## config.mk

```make
export PLATFORM = sky130hd
export DESIGN_NAME = hdlc_txbd_sequencer
export DESIGN_NICKNAME = d
export VERILOG_FILES = /design/src/rtl/hdlc_txbd_pkg.sv /design/src/rtl/fcs16_unit.sv /design/src/rtl/sud_wait_timer.sv /design/src/rtl/tx_byte_mux.sv /design/src/rtl/hdlc_txbd_sequencer.sv
export SDC_FILE = /design/constraint.sdc
export NUM_CORES = 1
export LEC_CHECK = 0
export BUFFER_PORTS_ARGS = -buffer_cell sky130_fd_sc_hd__clkbuf_2
export CELL_PAD_IN_SITES_DETAIL_PLACEMENT = 1
export CELL_PAD_IN_SITES_GLOBAL_PLACEMENT = 2
export CORE_MARGIN = 5
export CORE_UTILIZATION = 31
export DETAILED_ROUTE_END_ITERATION = 12
export PLACE_DENSITY_LB_ADDON = 0.1
export SYNTH_ARGS = -nofsm -noshare
export SYNTH_HDL_FRONTEND = slang
export SYNTH_SLANG_ARGS = --single-unit
```

## constraint.sdc

```tcl
create_clock -name clk -period 2.7 [get_ports clk]
set_clock_uncertainty 0.05 [all_clocks]
set_input_delay 0.135 -clock clk [delete_from_list [all_inputs] [get_ports clk]]
set_output_delay 0.135 -clock clk [all_outputs]
set_load 0.01 [all_outputs]
```

## src/rtl/hdlc_txbd_pkg.sv

```systemverilog
// Shared definitions for the transmit buffer sequencer: sequencer states,
// fixed byte values and the check-sequence constants.
package hdlc_txbd_pkg;
    localparam int BYTE_W = 8;

    localparam logic [BYTE_W-1:0] FLAG_BYTE  = 8'h7E;
    localparam logic [BYTE_W-1:0] ONES_BYTE  = 8'hFF;
    localparam logic [15:0]       FCS_PRESET = 16'hFFFF;
    localparam logic [15:0]       FCS_POLY_R = 16'h8408;

    typedef enum logic [2:0] {
        ST_IDLE,
        ST_WAIT,
        ST_DATA,
        ST_FCS_LO,
        ST_FCS_HI,
        ST_FLAG,
        ST_PAD,
        ST_CLOSE
    } seq_state_t;
endpackage

```

## src/rtl/fcs16_unit.sv

```systemverilog
// Running CRC-16 over the payload bytes, LSB-first (reflected polynomial).
// Assumes: clear and advance are never high in the same cycle; advance marks
// one accepted data byte.
module fcs16_unit
    import hdlc_txbd_pkg::*;
(
    input  logic              clk,
    input  logic              rst_n,
    input  logic              clear,
    input  logic              advance,
    input  logic [BYTE_W-1:0] byte_in,
    output logic [15:0]       fcs_tx
);
    logic [15:0] fcs_q;
    logic [15:0] fcs_next;

    // Fold one byte into the register, bit 0 first.
    always_comb begin
        fcs_next = fcs_q ^ {8'h00, byte_in};
        for (int b = 0; b < BYTE_W; b++) begin
            fcs_next = fcs_next[0] ? ((fcs_next >> 1) ^ FCS_POLY_R) : (fcs_next >> 1);
        end
    end

    // Hold the running remainder; preset on clear.
    always_ff @(posedge clk) begin
        if (!rst_n || clear) fcs_q <= FCS_PRESET;
        else if (advance)    fcs_q <= fcs_next;
    end

    assign fcs_tx = ~fcs_q;

    p_fcs_preset_r4: assert property (@(posedge clk) disable iff (!rst_n)
        clear |=> (fcs_tx == ~FCS_PRESET))
        else $error("check sequence not preset after clear");
endmodule

```

## src/rtl/sud_wait_timer.sv

```systemverilog
// Tick counter for the signal-unit delay.
// Assumes: load is given once per descriptor; fire marks the tick that ends
// the wait, and never comes when the loaded count was 0.
module sud_wait_timer #(
    parameter int CNT_W = 8
) (
    input  logic             clk,
    input  logic             rst_n,
    input  logic             load,
    input  logic [CNT_W-1:0] load_val,
    input  logic             tick,
    output logic             fire
);
    logic [CNT_W-1:0] left_q;

    // Count remaining ticks down to zero.
    always_ff @(posedge clk) begin
        if (!rst_n)                          left_q <= '0;
        else if (load)                       left_q <= load_val;
        else if (tick && (left_q != '0))     left_q <= left_q - 1'b1;
    end

    assign fire = tick && !load && (left_q == {{(CNT_W-1){1'b0}}, 1'b1});

    p_tick_step_r11: assert property (@(posedge clk) disable iff (!rst_n)
        (tick && !load && (left_q != '0)) |=> (left_q == $past(left_q) - 1'b1))
        else $error("delay counter did not step on tick");
endmodule

```

## src/rtl/tx_byte_mux.sv

```systemverilog
// Chooses the byte offered to the FIFO in each sequencer state.
// Assumes: purely combinational; the caller gates the write with fifo_full.
module tx_byte_mux
    import hdlc_txbd_pkg::*;
(
    input  seq_state_t        state,
    input  logic              in_valid,
    input  logic [BYTE_W-1:0] in_data,
    input  logic              tx_err,
    input  logic [15:0]       fcs_tx,
    input  logic              idle_ones,
    output logic              emit,
    output logic [BYTE_W-1:0] byte_out
);
    // Per-state byte selection and offer.
    always_comb begin
        emit     = 1'b0;
        byte_out = FLAG_BYTE;
        unique case (state)
            ST_DATA: begin
                emit     = in_valid && !tx_err;
                byte_out = in_data;
            end
            ST_FCS_LO: begin
                emit     = 1'b1;
                byte_out = fcs_tx[7:0];
            end
            ST_FCS_HI: begin
                emit     = 1'b1;
                byte_out = fcs_tx[15:8];
            end
            ST_FLAG: begin
                emit     = 1'b1;
                byte_out = FLAG_BYTE;
            end
            ST_PAD: begin
                emit     = 1'b1;
                byte_out = idle_ones ? ONES_BYTE : FLAG_BYTE;
            end
            default: begin
                emit     = 1'b0;
                byte_out = FLAG_BYTE;
            end
        endcase
    end
endmodule

```

## src/rtl/hdlc_txbd_sequencer.sv

```systemverilog
// Sequences one transmit buffer descriptor: optional tick delay, data bytes,
// check sequence, closing flag, idle pad, then a completion pulse with the
// write-back values.
// Assumes: descriptor fields are valid in the cycle bd_start is high;
// a byte moves into the FIFO when fifo_wr is high (fifo_full already low).
module hdlc_txbd_sequencer
    import hdlc_txbd_pkg::*;
#(
    parameter int LEN_W = 16,
    parameter int PAD_W = 4,
    parameter int DLY_W = 8
) (
    input  logic              clk,
    input  logic              rst_n,
    input  logic              bd_start,
    input  logic              bd_ready,
    input  logic              bd_last,
    input  logic              bd_fcs_en,
    input  logic              bd_cont,
    input  logic              bd_user,
    input  logic              bd_sud,
    input  logic [PAD_W-1:0]  bd_pad,
    input  logic [LEN_W-1:0]  bd_len,
    input  logic              cfg_idle_ones,
    input  logic              cfg_sud_en,
    input  logic [DLY_W-1:0]  cfg_sud_delay,
    input  logic              tick_512us,
    input  logic              tx_err,
    input  logic              in_valid,
    input  logic [7:0]        in_data,
    output logic              in_ready,
    input  logic              fifo_full,
    output logic              fifo_wr,
    output logic [7:0]        fifo_data,
    output logic              busy,
    output logic              txb_done,
    output logic              wb_ready,
    output logic              wb_err,
    output logic              wb_user,
    output logic [LEN_W-1:0]  wb_len
);
    localparam logic [LEN_W-1:0] LEN_ONE = {{(LEN_W-1){1'b0}}, 1'b1};
    localparam logic [PAD_W-1:0] PAD_ONE = {{(PAD_W-1){1'b0}}, 1'b1};

    seq_state_t       state_q, state_d;
    logic             last_q, fcs_en_q, cont_q, user_q, err_q;
    logic [PAD_W-1:0] pad_q, pad_left_q;
    logic [LEN_W-1:0] len_q, remain_q;

    logic        accept, use_wait, in_fire, emit, timer_fire;
    logic [7:0]  mux_byte;
    logic [15:0] fcs_tx;

    assign accept   = (state_q == ST_IDLE) && bd_start && bd_ready;
    assign use_wait = bd_sud && cfg_sud_en && (cfg_sud_delay != '0);
    assign in_ready = (state_q == ST_DATA) && !fifo_full && !tx_err;
    assign in_fire  = in_ready && in_valid;

    fcs16_unit i_fcs (
        .clk     (clk),
        .rst_n   (rst_n),
        .clear   (accept),
        .advance (in_fire),
        .byte_in (in_data),
        .fcs_tx  (fcs_tx)
    );

    sud_wait_timer #(.CNT_W(DLY_W)) i_timer (
        .clk      (clk),
        .rst_n    (rst_n),
        .load     (accept),
        .load_val (cfg_sud_delay),
        .tick     (tick_512us),
        .fire     (timer_fire)
    );

    tx_byte_mux i_mux (
        .state     (state_q),
        .in_valid  (in_valid),
        .in_data   (in_data),
        .tx_err    (tx_err),
        .fcs_tx    (fcs_tx),
        .idle_ones (cfg_idle_ones),
        .emit      (emit),
        .byte_out  (mux_byte)
    );

    assign fifo_wr   = emit && !fifo_full;
    assign fifo_data = mux_byte;

    // Next-state selection for the buffer sequence.
    always_comb begin
        state_d = state_q;
        unique case (state_q)
            ST_IDLE: begin
                if (accept) begin
                    if (bd_len == '0)  state_d = ST_CLOSE;
                    else if (use_wait) state_d = ST_WAIT;
                    else               state_d = ST_DATA;
                end
            end
            ST_WAIT: begin
                if (timer_fire) state_d = ST_DATA;
            end
            ST_DATA: begin
                if (tx_err) state_d = ST_CLOSE;
                else if (in_fire && (remain_q == LEN_ONE)) begin
                    if (!last_q)       state_d = ST_CLOSE;
                    else if (fcs_en_q) state_d = ST_FCS_LO;
                    else               state_d = ST_FLAG;
                end
            end
            ST_FCS_LO: begin
                if (!fifo_full) state_d = ST_FCS_HI;
            end
            ST_FCS_HI: begin
                if (!fifo_full) state_d = ST_FLAG;
            end
            ST_FLAG: begin
                if (!fifo_full) state_d = (pad_q == '0) ? ST_CLOSE : ST_PAD;
            end
            ST_PAD: begin
                if (!fifo_full && (pad_left_q == PAD_ONE)) state_d = ST_CLOSE;
            end
            ST_CLOSE: state_d = ST_IDLE;
            default:  state_d = ST_IDLE;
        endcase
    end

    // State register.
    always_ff @(posedge clk) begin
        if (!rst_n) state_q <= ST_IDLE;
        else        state_q <= state_d;
    end

    // Capture the descriptor control fields when a start is taken.
    always_ff @(posedge clk) begin
        if (!rst_n) begin
            last_q   <= 1'b0;
            fcs_en_q <= 1'b0;
            cont_q   <= 1'b0;
            user_q   <= 1'b0;
            pad_q    <= '0;
            len_q    <= '0;
        end else if (accept) begin
            last_q   <= bd_last;
            fcs_en_q <= bd_fcs_en;
            cont_q   <= bd_cont;
            user_q   <= bd_user;
            pad_q    <= bd_pad;
            len_q    <= bd_len;
        end
    end

    // Remaining data byte count.
    always_ff @(posedge clk) begin
        if (!rst_n)       remain_q <= '0;
        else if (accept)  remain_q <= bd_len;
        else if (in_fire) remain_q <= remain_q - 1'b1;
    end

    // Remaining pad byte count, loaded as the flag is written.
    always_ff @(posedge clk) begin
        if (!rst_n) pad_left_q <= '0;
        else if ((state_q == ST_FLAG) && !fifo_full) pad_left_q <= pad_q;
        else if ((state_q == ST_PAD) && !fifo_full)  pad_left_q <= pad_left_q - 1'b1;
    end

    // Error flag: zero length at start or a data-phase error.
    always_ff @(posedge clk) begin
        if (!rst_n)      err_q <= 1'b0;
        else if (accept) err_q <= (bd_len == '0);
        else if ((state_q == ST_DATA) && tx_err) err_q <= 1'b1;
    end

    assign busy     = (state_q != ST_IDLE);
    assign txb_done = (state_q == ST_CLOSE);
    assign wb_ready = cont_q && !err_q;
    assign wb_err   = err_q;
    assign wb_user  = user_q;
    assign wb_len   = len_q;

    p_no_take_when_full_r2: assert property (@(posedge clk) disable iff (!rst_n)
        fifo_full |-> !(in_ready || fifo_wr))
        else $error("byte moved while FIFO full");

    p_data_left_nonzero_r2: assert property (@(posedge clk) disable iff (!rst_n)
        (state_q == ST_DATA) |-> (remain_q != '0))
        else $error("data phase with nothing left");

    p_nonlast_no_trailer_r3: assert property (@(posedge clk) disable iff (!rst_n)
        ((state_q == ST_FLAG) || (state_q == ST_FCS_LO)) |-> last_q)
        else $error("trailer on a non-last buffer");

    p_fcs_hi_after_lo_r4: assert property (@(posedge clk) disable iff (!rst_n)
        ((state_q == ST_FCS_HI) && !$stable(state_q)) |-> ($past(state_q) == ST_FCS_LO))
        else $error("check high byte without low byte");

    p_pad_left_nonzero_r6: assert property (@(posedge clk) disable iff (!rst_n)
        (state_q == ST_PAD) |-> (pad_left_q != '0))
        else $error("pad phase with no pad left");

    p_done_after_write_r7: assert property (@(posedge clk) disable iff (!rst_n)
        (txb_done && !wb_err) |-> $past(fifo_wr))
        else $error("completion not right after final write");

    p_done_single_r7: assert property (@(posedge clk) disable iff (!rst_n)
        txb_done |=> !txb_done)
        else $error("completion longer than one cycle");

    p_err_clears_ready_r8: assert property (@(posedge clk) disable iff (!rst_n)
        (txb_done && wb_err) |-> !wb_ready)
        else $error("ready kept after error");

    p_err_stops_data_r9: assert property (@(posedge clk) disable iff (!rst_n)
        ((state_q == ST_DATA) && tx_err) |=> (txb_done && wb_err))
        else $error("error did not end the buffer");

    p_quiet_while_wait_r11: assert property (@(posedge clk) disable iff (!rst_n)
        (state_q == ST_WAIT) |-> !(fifo_wr || in_ready))
        else $error("traffic during signal-unit delay");

    p_ignored_start_r1: assert property (@(posedge clk) disable iff (!rst_n)
        ((state_q == ST_IDLE) && bd_start && !bd_ready) |=> !busy)
        else $error("start without ready taken");
endmodule

```

* Yosys cells after proc, flatten, opt, wreduce, memory -nomap -nowiden *
Cells that the tools add are included.

word-level totals
  register bits = 72
  input port bits = 51
  logic and storage cells = 111

cells by class
  $add $sub $neg = 3
  equality and inequality tests = 17
  muxes and demuxes = 33
  bitwise operators = 10
  reduce and logical (&&, ||, !) cells = 36

operators with widths
  cell                                                                    count
  16-bit two-way mux                                                      10
  3-bit two-way mux                                                       11
  8-bit one-hot mux with 4 select lines                                   1
  8-bit two-way mux                                                       3
  2-bit NOT with 3-bit output                                             8
  3-bit one-hot mux with 8 select lines                                   1
  1-bit logical AND                                                       18
  16-bit by 1-bit equality test with 1-bit output, second input constant  1
  16-bit logical NOT                                                      1
  16-bit NOT                                                              1
  8-bit nonzero test                                                      2
  16-bit by 1-bit subtractor with 16-bit output, second input constant    1
  16-bit by 8-bit bitwise XOR with 16-bit output                          1
  3-bit equality test, second input constant                              4
  8-bit by 1-bit equality test with 1-bit output, second input constant   1
  4-bit two-way mux                                                       2
  2-bit != test, second input constant                                    4
  2-bit nonzero test                                                      4
  8-bit by 1-bit subtractor with 8-bit output, second input constant      1
  7-bit AND reduction                                                     1
  3-bit by 2-bit equality test with 1-bit output, second input constant   2
  1-bit logical NOT                                                       5
  4-bit by 1-bit equality test with 1-bit output, second input constant   1
  4-bit logical NOT                                                       1
  11 further kinds                                                        14

* Depth between registers and ports, before layout *
Gate-level depths: netlist of the first run.

  word-level depth = 17
  depth in mapped cells = 9
  depth with buffers taken out = 7

* Cells and area by module *
Synthesis of the first run repeated with hierarchy kept, for this count alone.

unflattened totals
  cells, all modules = 516
  area, all modules = 4170.2 um2

by module, submodules not included
  module               times used  cells an instance  area each (um2)  sequential area each (um2)
  hdlc_txbd_sequencer  1           298                2328.5           960.9
  fcs16_unit           1           102                968.4            320.3
  sud_wait_timer       1           70                 545.5            160.2
  tx_byte_mux          1           46                 327.8            0.0

* Worst setup path before layout of the first run *
No wires, ideal clock.

  kind = reg-to-reg
  start point = register remain_q[3]
  end point = register remain_q[15]
  setup time = 0.115 ns
  data arrival time = 2.039 ns
  data required time = 2.535 ns
  setup slack = 0.496 ns
  cell stages (with the launch flop) = 8
  path buffers = 1
  clock period less this slack = 2.204 ns
  cells stage by stage = dfxtp_1 > or4_1 > buf_2 > or4_4 > nor2_2 > nand3_1 > and3_1 > o21a_1

between the ends
  longest elaborated chain between the ends = 3

ends and longest elaborated chain
  element                                        RTL line                    RTL
  start, declared                                hdlc_txbd_sequencer.sv:48   logic [LEN_W-1:0] len_q, remain_q;
  start signal, assigned                         hdlc_txbd_sequencer.sv:158  else if (accept) remain_q <= bd_len;
  start signal, assigned                         hdlc_txbd_sequencer.sv:159  else if (in_fire) remain_q <= remain_q - 1'b1;
  16-bit by 1-bit subtractor with 16-bit output  hdlc_txbd_sequencer.sv:159
  16-bit two-way mux                             hdlc_txbd_sequencer.sv:159
  16-bit two-way mux                             hdlc_txbd_sequencer.sv:158

No other way between the ends. The select of a mux whose other input is x is not followed.
A chain may end at the register's enable or synchronous reset.

* Worst setup path after layout of the first run *
Same ends and word-level chain as after synthesis.

==> qor.csv, run 1 <==
stage;metric;value;unit
outcome;outcome;complete, no violations;
global_route;grt_pass1_wl;19.5;mm
pwr;power.internal;2560;uW
place;pre_cts_ws;0.402;ns
die;die-height;119;um
pwr;power;4110;uW
worst_setup_path;reg2reg_depth;6;
global_route;grt.overflow.total;0;
worst_setup_path;crit_family;simple AND/OR/NAND/NOR gates;
global_route;grt_pass1_vias;3833;
detailed_routing;highest_layer;met4;
synth;ys.flop_type;dfxtp_1;
worst_setup_path;cpPeakStageDelay;0.64;ns
worst_setup_path;required;2.88;ns
die;die-area;14200;sq um
timing;setup_ws;0.395;ns
run;cap_violations;0;
synth;async_reset_ff_frac;0;
timing;setup_violations;0;
synth;synthesis.nets;530;
detailed_routing;vias;3704;
worst_hold_path;worstHoldStart;bd_len[4];
worst_setup_path;critPathMaxFanout;7;
worst_hold_path;min_path_cells;3;
pwr;peakVddDrop;286;uV
finish;synthToLayoutAreaGrowth;26.1;%
synth;synth_top_area_cell;dfxtp_1;
worst_setup_path;start_kind;register;
timing;slew_headroom;0.270;
worst_setup_path;worstSetupEndpointType;register;
synth;synth_warnings;0;
detailed_routing;routedWlPerCell;16.8;um
synth;synth_top_family_by_area;simple AND/OR/NAND/NOR gates;
clock_tree;numCtsBuffers;9;
clock_tree;tritoncts;built;
timing;fmax;0.434;GHz
place;gp_congestion;0.788;
finish;drive_gt1_frac;0.217;
worst_setup_path;r2r_setup_slack;0.39;ns
finish;layout.nets;617;
timing;rsz0062_at_grt;false;
clock_tree;cts.sinks;72;
timing;fin_crit;2.31;ns
detailed_routing;wl_met3;465;um
pwr;p_sw;1540;uW
finish;diodes;0;
synth;synth_edf_count;0;
pwr;clock_power_share;0.265;
synth;synthAdderAreaFrac;0.0203;
die;ios;82;
detailed_routing;dr.pass1.iters;4;
synth;yosys.area_share.xor_xnor;0.0853;
clock_tree;clk_path_buf_depth;2;
pwr;pwr_density_cell;881;nW/um^2
detailed_routing;antenna_left;0;
synth;yosysMostFrequentCell;nand2_1;
pwr;combPwrFrac;0.389;
pwr;p_leak;0.00187;uW
synth;yosysTopAreaCellShare;0.390;
worst_hold_path;hp-class;primary input to register;
worst_setup_path;regToRegEndpoint;remain_q[15]$_SDFFE_PN0P_;
worst_setup_path;slowest_stage;or4_1;
synth;ys_ff_latch;72;
die;start_util;0.320;
place;hpwl;8.82;mm
place;io_buffers;81;
timing;tightest_slew;1.09;ns
worst_setup_path;r2r_start;remain_q[3]$_SDFFE_PN0P_;
pwr;sw_frac_of_total;0.376;
worst_setup_path;crit_buf_inv;0;
timing;drv_slew;0;
worst_setup_path;crit_arrival;2.49;ns
global_route;grt_max_degree;50;
detailed_routing;detail_route.vias_per_cell;5.25;
die;die_width;119;um
clock_tree;cts_root_buf;clkbuf_16;
synth;ys_seq_area_frac;0.390;
synth;synthMuxAreaShare;0.00846;
detailed_routing;wl_met1;5.94;mm
clock_tree;postCtsHoldBufs;9;
clock_tree;clk_pin_slew_worst_paths;0.06;ns
detailed_routing;wl;11.9;mm
synth;synthTopCellsByCount;nand2_1, dfxtp_1, a21oi_1;
synth;yosys-top-cells-area;dfxtp_1, nand2_1, xnor2_1, a21oi_1, o21ai_0;
clock_tree;postCtsSetupBuffers;0;
synth;synth_compound_area_frac;0.216;
synth;syn_avg_cell_area;7.82;sq um
global_route;antenna_found_initial;0;
timing;hold_violations;0;
die;rows;39;
timing;finalCritPeriodShare;0.854;
synth;yosysUniqueCellTypes;49;
detailed_routing;met2_length;5.30;mm
synth;synth-simple-area-share;0.237;
worst_setup_path;critPathKind;register to register;
pwr;seqPwrFrac;0.346;
detailed_routing;drt_iter0_drc;158;
timing;tns;0;ns
clock_tree;clock_latency;0.33;ns
global_route;grt_use_total;0.171;
worst_setup_path;cp_cell_sequence;or4_1 > or4_4 > nor2_2 > nand3_1 > and3_1 > o21a_1;
clock_tree;cts_resized;0;
synth;netlist_instances;473;
die;core_area;11600;sq um
synth;synth_area;3700;sq um
worst_hold_path;min_delay_worst_endpoint;wb_len[4]$_SDFFE_PN0P_;
detailed_routing;drc;0;
clock_tree;htree_levels;3;
[worst min-delay path, cell delays in order]
cell	delay [ns]
clkbuf_2	0.11
nand2_1	0.06
a21oi_1	0.05
[worst max path at each step]
stage                              from                        end  slack, ns  cells after the start
6_report       remain_q[3]$_SDFFE_PN0P_  remain_q[15]$_SDFFE_PN0P_       0.39                      6
5_1_grt        remain_q[3]$_SDFFE_PN0P_  remain_q[15]$_SDFFE_PN0P_       0.26                      6
4_1_cts        remain_q[3]$_SDFFE_PN0P_    state_q[2]$_SDFFE_PN0P_       0.39                      6
3_5_place_dp   remain_q[3]$_SDFFE_PN0P_  remain_q[15]$_SDFFE_PN0P_       0.40                      6
3_3_place_gp   remain_q[3]$_SDFFE_PN0P_    state_q[2]$_SDFFE_PN0P_       0.42                      6
2_1_floorplan  remain_q[3]$_SDFFE_PN0P_  remain_q[15]$_SDFFE_PN0P_       0.50                      7
[layer usage]
layer | up-vias | global-route usage
li1 | 1847 | -
met3 | 12 | 0.0393
met1 | 1782 | 0.231
met4 | 0 | 0.0565
met5 | - | 0
met2 | 63 | 0.270
[state kept, by name, indices dropped and copies added (netlist names), 3 cells and up]
| register | flops |
|---|---|
| i_fcs.fcs_q | 16 |
| state_q | 3 |
| wb_len | 16 |
| pad_q | 4 |
| remain_q | 16 |
| i_timer.left_q | 8 |
| pad_left_q | 4 |
[stage by stage]
stage	std cells	instance area, sq um	hold WS [ns]	utilization
4_1_cts	705	4660	0.0106	0.403
2_1_floorplan	473	3700	0.202	-
5_1_grt	705	4660	0.0256	0.403
6_report	705	4660	0.0198	0.403
3_5_place_dp	683	4310	0.322	0.373
3_3_place_gp	683	4310	0.309	0.373
[cell usage in the layout, fill, tap and decap left out, types with 4 or more instances in the layout]
cell,instances
ha_1,6
buf_4,18
o211ai_1,15
a211oi_1,4
nor2b_1,4
nor3_1,12
clkbuf_2,81
nor2_1,26
inv_1,10
a31oi_1,14
o21ai_0,27
dfxtp_1,72
dlygate4sd3_1,9
nor4_1,9
nand2_1,91
xor2_1,10
clkbuf_16,9
xnor2_1,26
a21oi_1,45
a22oi_1,9
nand3_1,11
or3_1,4
[kinds of logic after synthesis]
kind of cell | count (synthesis)
AOI/OAI and AO/OA | 128
xor gates and xnor gates | 36
adders and majority gates | 6
buffers and inverters | 42
DFF | 72
muxes | 3
and+or+nand+nor | 186
[area by class of cell]
type,instances,area [sq um]
flip-flops and latches,72,1440
clock buffers,12,256
repair buffers,108,631
fillers,1442,6900
inverters,10,37.5
multi-input cells,359,2110
well taps,143,179
clock inverters,1,5.00
[power by group through the flow]
stage | clock network [uW] | logic, uW | registers (uW)
final | 1090 | 1600 | 1420
after floorplan | 0 | 1090 | 1400
after global routing | 1160 | 1780 | 1460
after global placement | 0 | 1570 | 1440
after CTS | 1130 | 1620 | 1420
after detailed placement | 0 | 1600 | 1440
Note: power is estimated with default switching activity, not from simulation.
==> run 2: changes to the inputs <==
--- a/config.mk
+++ b/config.mk
@@ -12,6 +12,7 @@
 export CORE_UTILIZATION = 31
 export DETAILED_ROUTE_END_ITERATION = 12
 export PLACE_DENSITY_LB_ADDON = 0.1
+export REMOVE_ABC_BUFFERS = 1
 export SYNTH_ARGS = -nofsm -noshare
 export SYNTH_HDL_FRONTEND = slang
 export SYNTH_SLANG_ARGS = --single-unit
==> qor.csv, run 2 (synthesis gave the netlist of run 1 again) <==
stage;metric;value;unit
outcome;outcome;complete, no violations;
global_route;grtUsageMet3;0.0498;
place;hpwl;8.46;mm
clock_tree;htree_levels;3;
finish;drive_gt1_frac;0.215;
place;placed_area;4320;sq um
die;die-area;14200;sq um
clock_tree;clock_latency;0.34;ns
place;gp_congestion;0.786;
detailed_routing;drt_iter0_drc;127;
worst_setup_path;r2r_setup_slack;0.35;ns
global_route;grt.overflow.total;0;
pwr;peakVddDrop;538;uV
clock_tree;cts.sinks;72;
worst_setup_path;cp_cell_sequence;or4_1 > or4_4 > nor2_2 > nand3_1 > and3_1 > o21a_1;
place;pre_cts_ws;0.342;ns
clock_tree;cts_resized;0;
finish;final_common_cell;nand2_1;
run;cap_violations;0;
finish;layout.nets;618;
finish;fin_area;4680;sq um
die;core_area;11600;sq um
finish;diodes;0;
clock_tree;numCtsBuffers;9;
detailed_routing;wl;11.8;mm
global_route;grt_pass1_wl;19.6;mm
worst_setup_path;slowest_stage;or4_1;
timing;setup_violations;0;
global_route;use_met1;0.205;
timing;slew_headroom;0.237;
timing;fmax;0.426;GHz
detailed_routing;detail_route.vias_per_cell;5.18;
clock_tree;cts_root_buf;clkbuf_16;
clock_tree;clk_pin_slew_worst_paths;0.06;ns
timing;setup_ws;0.354;ns
finish;mostFrequentLayoutCells;nand2_1, clkbuf_2, dfxtp_1;
place;dp.cells;683;
place;io_buffers;81;
pwr;pwr_density_cell;876;nW/um^2
clock_tree;postCtsSetupBuffers;0;
detailed_routing;vias;3663;
global_route;antenna_found_initial;0;
worst_hold_path;hp-class;primary input to register;
timing;holdWs;0.0130;ns
clock_tree;tritoncts;built;
worst_setup_path;critPathKind;register to register;
worst_setup_path;critPathMaxFanout;7;
die;die_width;119;um
detailed_routing;antenna_left;0;
detailed_routing;drc;0;
worst_setup_path;crit_arrival;2.53;ns
finish;final_cells;707;
timing;fin_crit;2.35;ns
finish;synthToLayoutAreaGrowth;26.5;%
die;rows;39;
clock_tree;clk_path_buf_depth;2;
timing;drv_slew;0;
die;ios;82;
global_route;met2_usage;0.300;
timing;hold_violations;0;
worst_setup_path;crit_family;simple AND/OR/NAND/NOR gates;
timing;finalCritPeriodShare;0.869;
global_route;grt_use_total;0.170;
detailed_routing;routedWlPerCell;16.7;um
die;start_util;0.320;
pwr;p_leak;0.00188;uW
global_route;grt_max_degree;50;
worst_setup_path;cpPeakStageDelay;0.66;ns
worst_setup_path;start_kind;register;
timing;tightest_slew;1.14;ns
global_route;grt_pass1_vias;3953;
die;die-height;119;um
detailed_routing;dr.pass1.iters;4;
worst_setup_path;crit_buf_inv;0;
global_route;gr-max-usage-layer;met2;
timing;rsz0062_at_grt;false;
worst_setup_path;worstSetupEndpointType;register;
worst_setup_path;required;2.89;ns
## run 2: cell types whose count changed in the layout (fill, tap and decap cells not counted)
cell	delta
clkbuf_1	+2
buf_12	+1
buf_4	-1
clkbuf_8	-1
dlygate4sd3_1	+1
## run 2: per-layer routing
layer,share of wire,wire [um],vias up
met1,0.46,5430,1748
met4,0.0093,110,0
met5,0,0,-
li1,-,-,1854
met3,0.037,442,12
met2,0.49,5830,49
## run 2: path summary, 6_finish.rpt
check                            from                         to  cells after the start
max          remain_q[3]$_SDFFE_PN0P_  remain_q[15]$_SDFFE_PN0P_                      6
min reg2reg      wb_user$_SDFFE_PN0P_       wb_user$_SDFFE_PN0P_                      2
max reg2reg  remain_q[3]$_SDFFE_PN0P_  remain_q[15]$_SDFFE_PN0P_                      6
min                         bd_len[4]     wb_len[4]$_SDFFE_PN0P_                      3
## run 2: repair_timing
action                                  4_1_cts  5_1_grt
hold buffers                                 10        0
endpoints found under the setup margin        0        0
endpoints found under the hold margin        10        0
## run 2: power by group
| part | total, uW | switching, uW | internal, uW |
|---|---|---|---|
| logic | 1620 | 947 | 675 |
| clock network | 1070 | 434 | 636 |
| registers | 1400 | 154 | 1250 |
| total | 4090 | 1540 | 2560 |
## run 2: stage by stage
stage | setup TNS [ns] | util | total power (uW)
after floorplan | -10.12 | - | 2440
after global placement | 0 | 0.374 | 3020
after detailed placement | 0 | 0.374 | 3050
after CTS | 0 | 0.404 | 4160
after global routing | 0 | 0.404 | 4400
final | 0 | 0.404 | 4090
## run 2: area by class of cell
type	count	area, sq um
clock inverters	1	5.00
multi-input cells	359	2110
clock buffers	13	250
fillers	1427	6890
inverters	10	37.5
repair buffers	109	653
well taps	143	179
flip-flops and latches	72	1440
## run 2: worst reg2reg max path, cell delays in order, from the launching register on
cell,delay (ns)
dfxtp_1,0.35
or4_1,0.66
or4_4,0.50
nor2_2,0.20
nand3_1,0.12
and3_1,0.19
o21a_1,0.18
==> run 3: changes to the inputs <==
==> constraint.sdc (replaced) <==
create_clock -name clk -period 2.7 [get_ports clk]
set_clock_uncertainty 0.05 [all_clocks]
set_input_delay 0.27 -clock clk [delete_from_list [all_inputs] [get_ports clk]]
set_output_delay 0.27 -clock clk [all_outputs]
set_load 0.01 [all_outputs]
==> qor.csv, run 3 (synthesis gave the netlist of run 1 again) <==
stage;metric;value;unit
global_route;grt_pass1_vias;3843;
timing;fmax;0.418;GHz
die;core_area;11600;sq um
global_route;grt_use_total;0.164;
die;start_util;0.320;
detailed_routing;routedWlPerCell;16.5;um
pwr;p_leak;0.00184;uW
finish;final_cells;696;
timing;finalCritPeriodShare;0.887;
pwr;sw_frac_of_total;0.364;
pwr;power.internal;2660;uW
finish;synthToLayoutAreaGrowth;24.4;%
pwr;p_sw;1520;uW
detailed_routing;dr.pass1.iters;4;
timing;fin_crit;2.40;ns
finish;layout.nets;605;
worst_setup_path;worstSetupEndpoint;fifo_data[0];
worst_setup_path;slowest_stage;nor2b_1;
place;placed_area;4300;sq um
pwr;power;4180;uW
clock_tree;cts_resized;0;
die;die-height;119;um
worst_setup_path;regToRegEndpoint;remain_q[15]$_SDFFE_PN0P_;
worst_setup_path;crit_arrival;2.08;ns
global_route;grt.overflow.total;0;
global_route;grt_pass1_wl;18.9;mm
die;ios;82;
outcome;outcome;complete, no violations;
die;die-area;14200;sq um
die;die_width;119;um
run;cap_violations;0;
finish;diodes;0;
global_route;grtUsageMet3;0.0464;
global_route;antenna_found_initial;0;
global_route;use_met1;0.196;
finish;mostFrequentLayoutCells;nand2_1, clkbuf_2, dfxtp_1;
place;io_buffers;81;
worst_setup_path;worstSetupEndpointType;primary output;
worst_setup_path;critPathMaxFanout;24;
finish;drive_gt1_frac;0.217;
clock_tree;clk_path_buf_depth;2;
clock_tree;cts.sinks;72;
worst_setup_path;start_kind;register;
detailed_routing;detail_route.vias_per_cell;5.24;
die;rows;39;
place;hpwl;8.38;mm
finish;final_common_cell;nand2_1;
global_route;gr-max-usage-layer;met2;
worst_setup_path;r2r_start;remain_q[3]$_SDFFE_PN0P_;
place;dp.cells;680;
clock_tree;cts_root_buf;clkbuf_16;
pwr;peakVddDrop;339;uV
place;gp_congestion;0.756;
detailed_routing;antenna_left;0;
clock_tree;clock_latency;0.34;ns
timing;setup_violations;0;
timing;slew_headroom;0.300;
timing;hold_violations;0;
clock_tree;postCtsSetupBuffers;0;
pwr;seqPwrFrac;0.335;
global_route;grt_max_degree;50;
timing;drv_slew;0;
clock_tree;numCtsBuffers;9;
worst_setup_path;reg2reg_depth;6;
global_route;met2_usage;0.290;
pwr;pwr_density_cell;909;nW/um^2
worst_setup_path;cp_cell_sequence;buf_4 > nor2b_1 > a22oi_1 > o21ai_0 > clkbuf_2;
clock_tree;htree_levels;3;
detailed_routing;drt_iter0_drc;90;
worst_setup_path;required;2.38;ns
timing;tightest_slew;1.05;ns
finish;fill_cells;1404;
detailed_routing;vias;3645;
worst_setup_path;r2r_setup_slack;0.36;ns
worst_setup_path;cpPeakStageDelay;0.61;ns
worst_setup_path;critPathKind;register to primary output;
pwr;combPwrFrac;0.376;
detailed_routing;wl;11.5;mm
detailed_routing;drc;0;
worst_hold_path;hp-class;primary input to register;
clock_tree;clk_pin_slew_worst_paths;0.06;ns
worst_setup_path;critPathLaunch;state_q[1]$_SDFFE_PN0P_;
finish;utilization;0.398;
finish;fin_area;4600;sq um
clock_tree;tritoncts;built;
pwr;clock_power_share;0.289;
timing;rsz0062_at_grt;false;
clock_tree;postCtsHoldBufs;0;
[run 3: changes by cell type in the layout (fill, tap and decap cells not counted)]
cell	delta
clkinv_2	-1
dlygate4sd3_1	-10
clkbuf_8	+1
bufinv_16	+1
buf_4	-3
clkinvlp_4	+1
[run 3: area by class of cell]
cell class | instances | area, sq um | area share
clock inverter | 2 | 37.5 | 0.00816
timing repair buffer | 96 | 531 | 0.115
sequential | 72 | 1440 | 0.313
inverter | 10 | 37.5 | 0.00816
multi-input combinational | 359 | 2110 | 0.459
tap | 143 | 179 | 0.0389
clock buffer | 14 | 264 | 0.0574
[run 3: per-layer routing]
layer,wire [um],share of wire
met2,5680,0.50
met3,433,0.038
met1,5220,0.46
met4,110,0.0096
met5,0,0
[run 3: stage by stage]
| step | hold slack [ns] | worst slack [ns] | TNS [ns] |
|---|---|---|---|
| finish | 0.103 | 0.305 | 0 |
| global route | 0.0964 | 0.122 | 0 |
| global placement | 0.389 | 0.408 | 0 |
| detailed placement | 0.408 | 0.372 | 0 |
| floorplan | 0.337 | -0.591 | -10.25 |
| CTS | 0.0928 | 0.274 | 0 |
[run 3: critical path, delay by kind of cell, from the launching register on]
family,cells,cell delay [ns]
flip-flops,1,0.33
AND/OR/NAND/NOR,1,0.61
AO/OA/AOI/OAI,2,0.38
buffers and inverters,2,0.42
[run 3: how the worst min path moves through the flow]
| stage | start | cells after the start | to |
|---|---|---|---|
| 3_5_place_dp | wb_len[13]$_SDFFE_PN0P_ | 2 | wb_len[13]$_SDFFE_PN0P_ |
| 2_1_floorplan | rst_n | 1 | remain_q[15]$_SDFFE_PN0P_ |
| 5_1_grt | bd_pad[3] | 3 | pad_q[3]$_SDFFE_PN0P_ |
| 4_1_cts | bd_pad[3] | 3 | pad_q[3]$_SDFFE_PN0P_ |
| 6_report | bd_pad[3] | 3 | pad_q[3]$_SDFFE_PN0P_ |
| 3_3_place_gp | cont_q$_SDFFE_PN0P_ | 2 | cont_q$_SDFFE_PN0P_ |
[run 3: power by group through the flow]
stage          registers [uW]  clock network [uW]  logic [uW]
6_report                 1400                1210        1570
5_1_grt                  1430                1300        1780
4_1_cts                  1400                1250        1600
3_5_place_dp             1420                   0        1590
3_3_place_gp             1420                   0        1570
2_1_floorplan            1470                   0         971
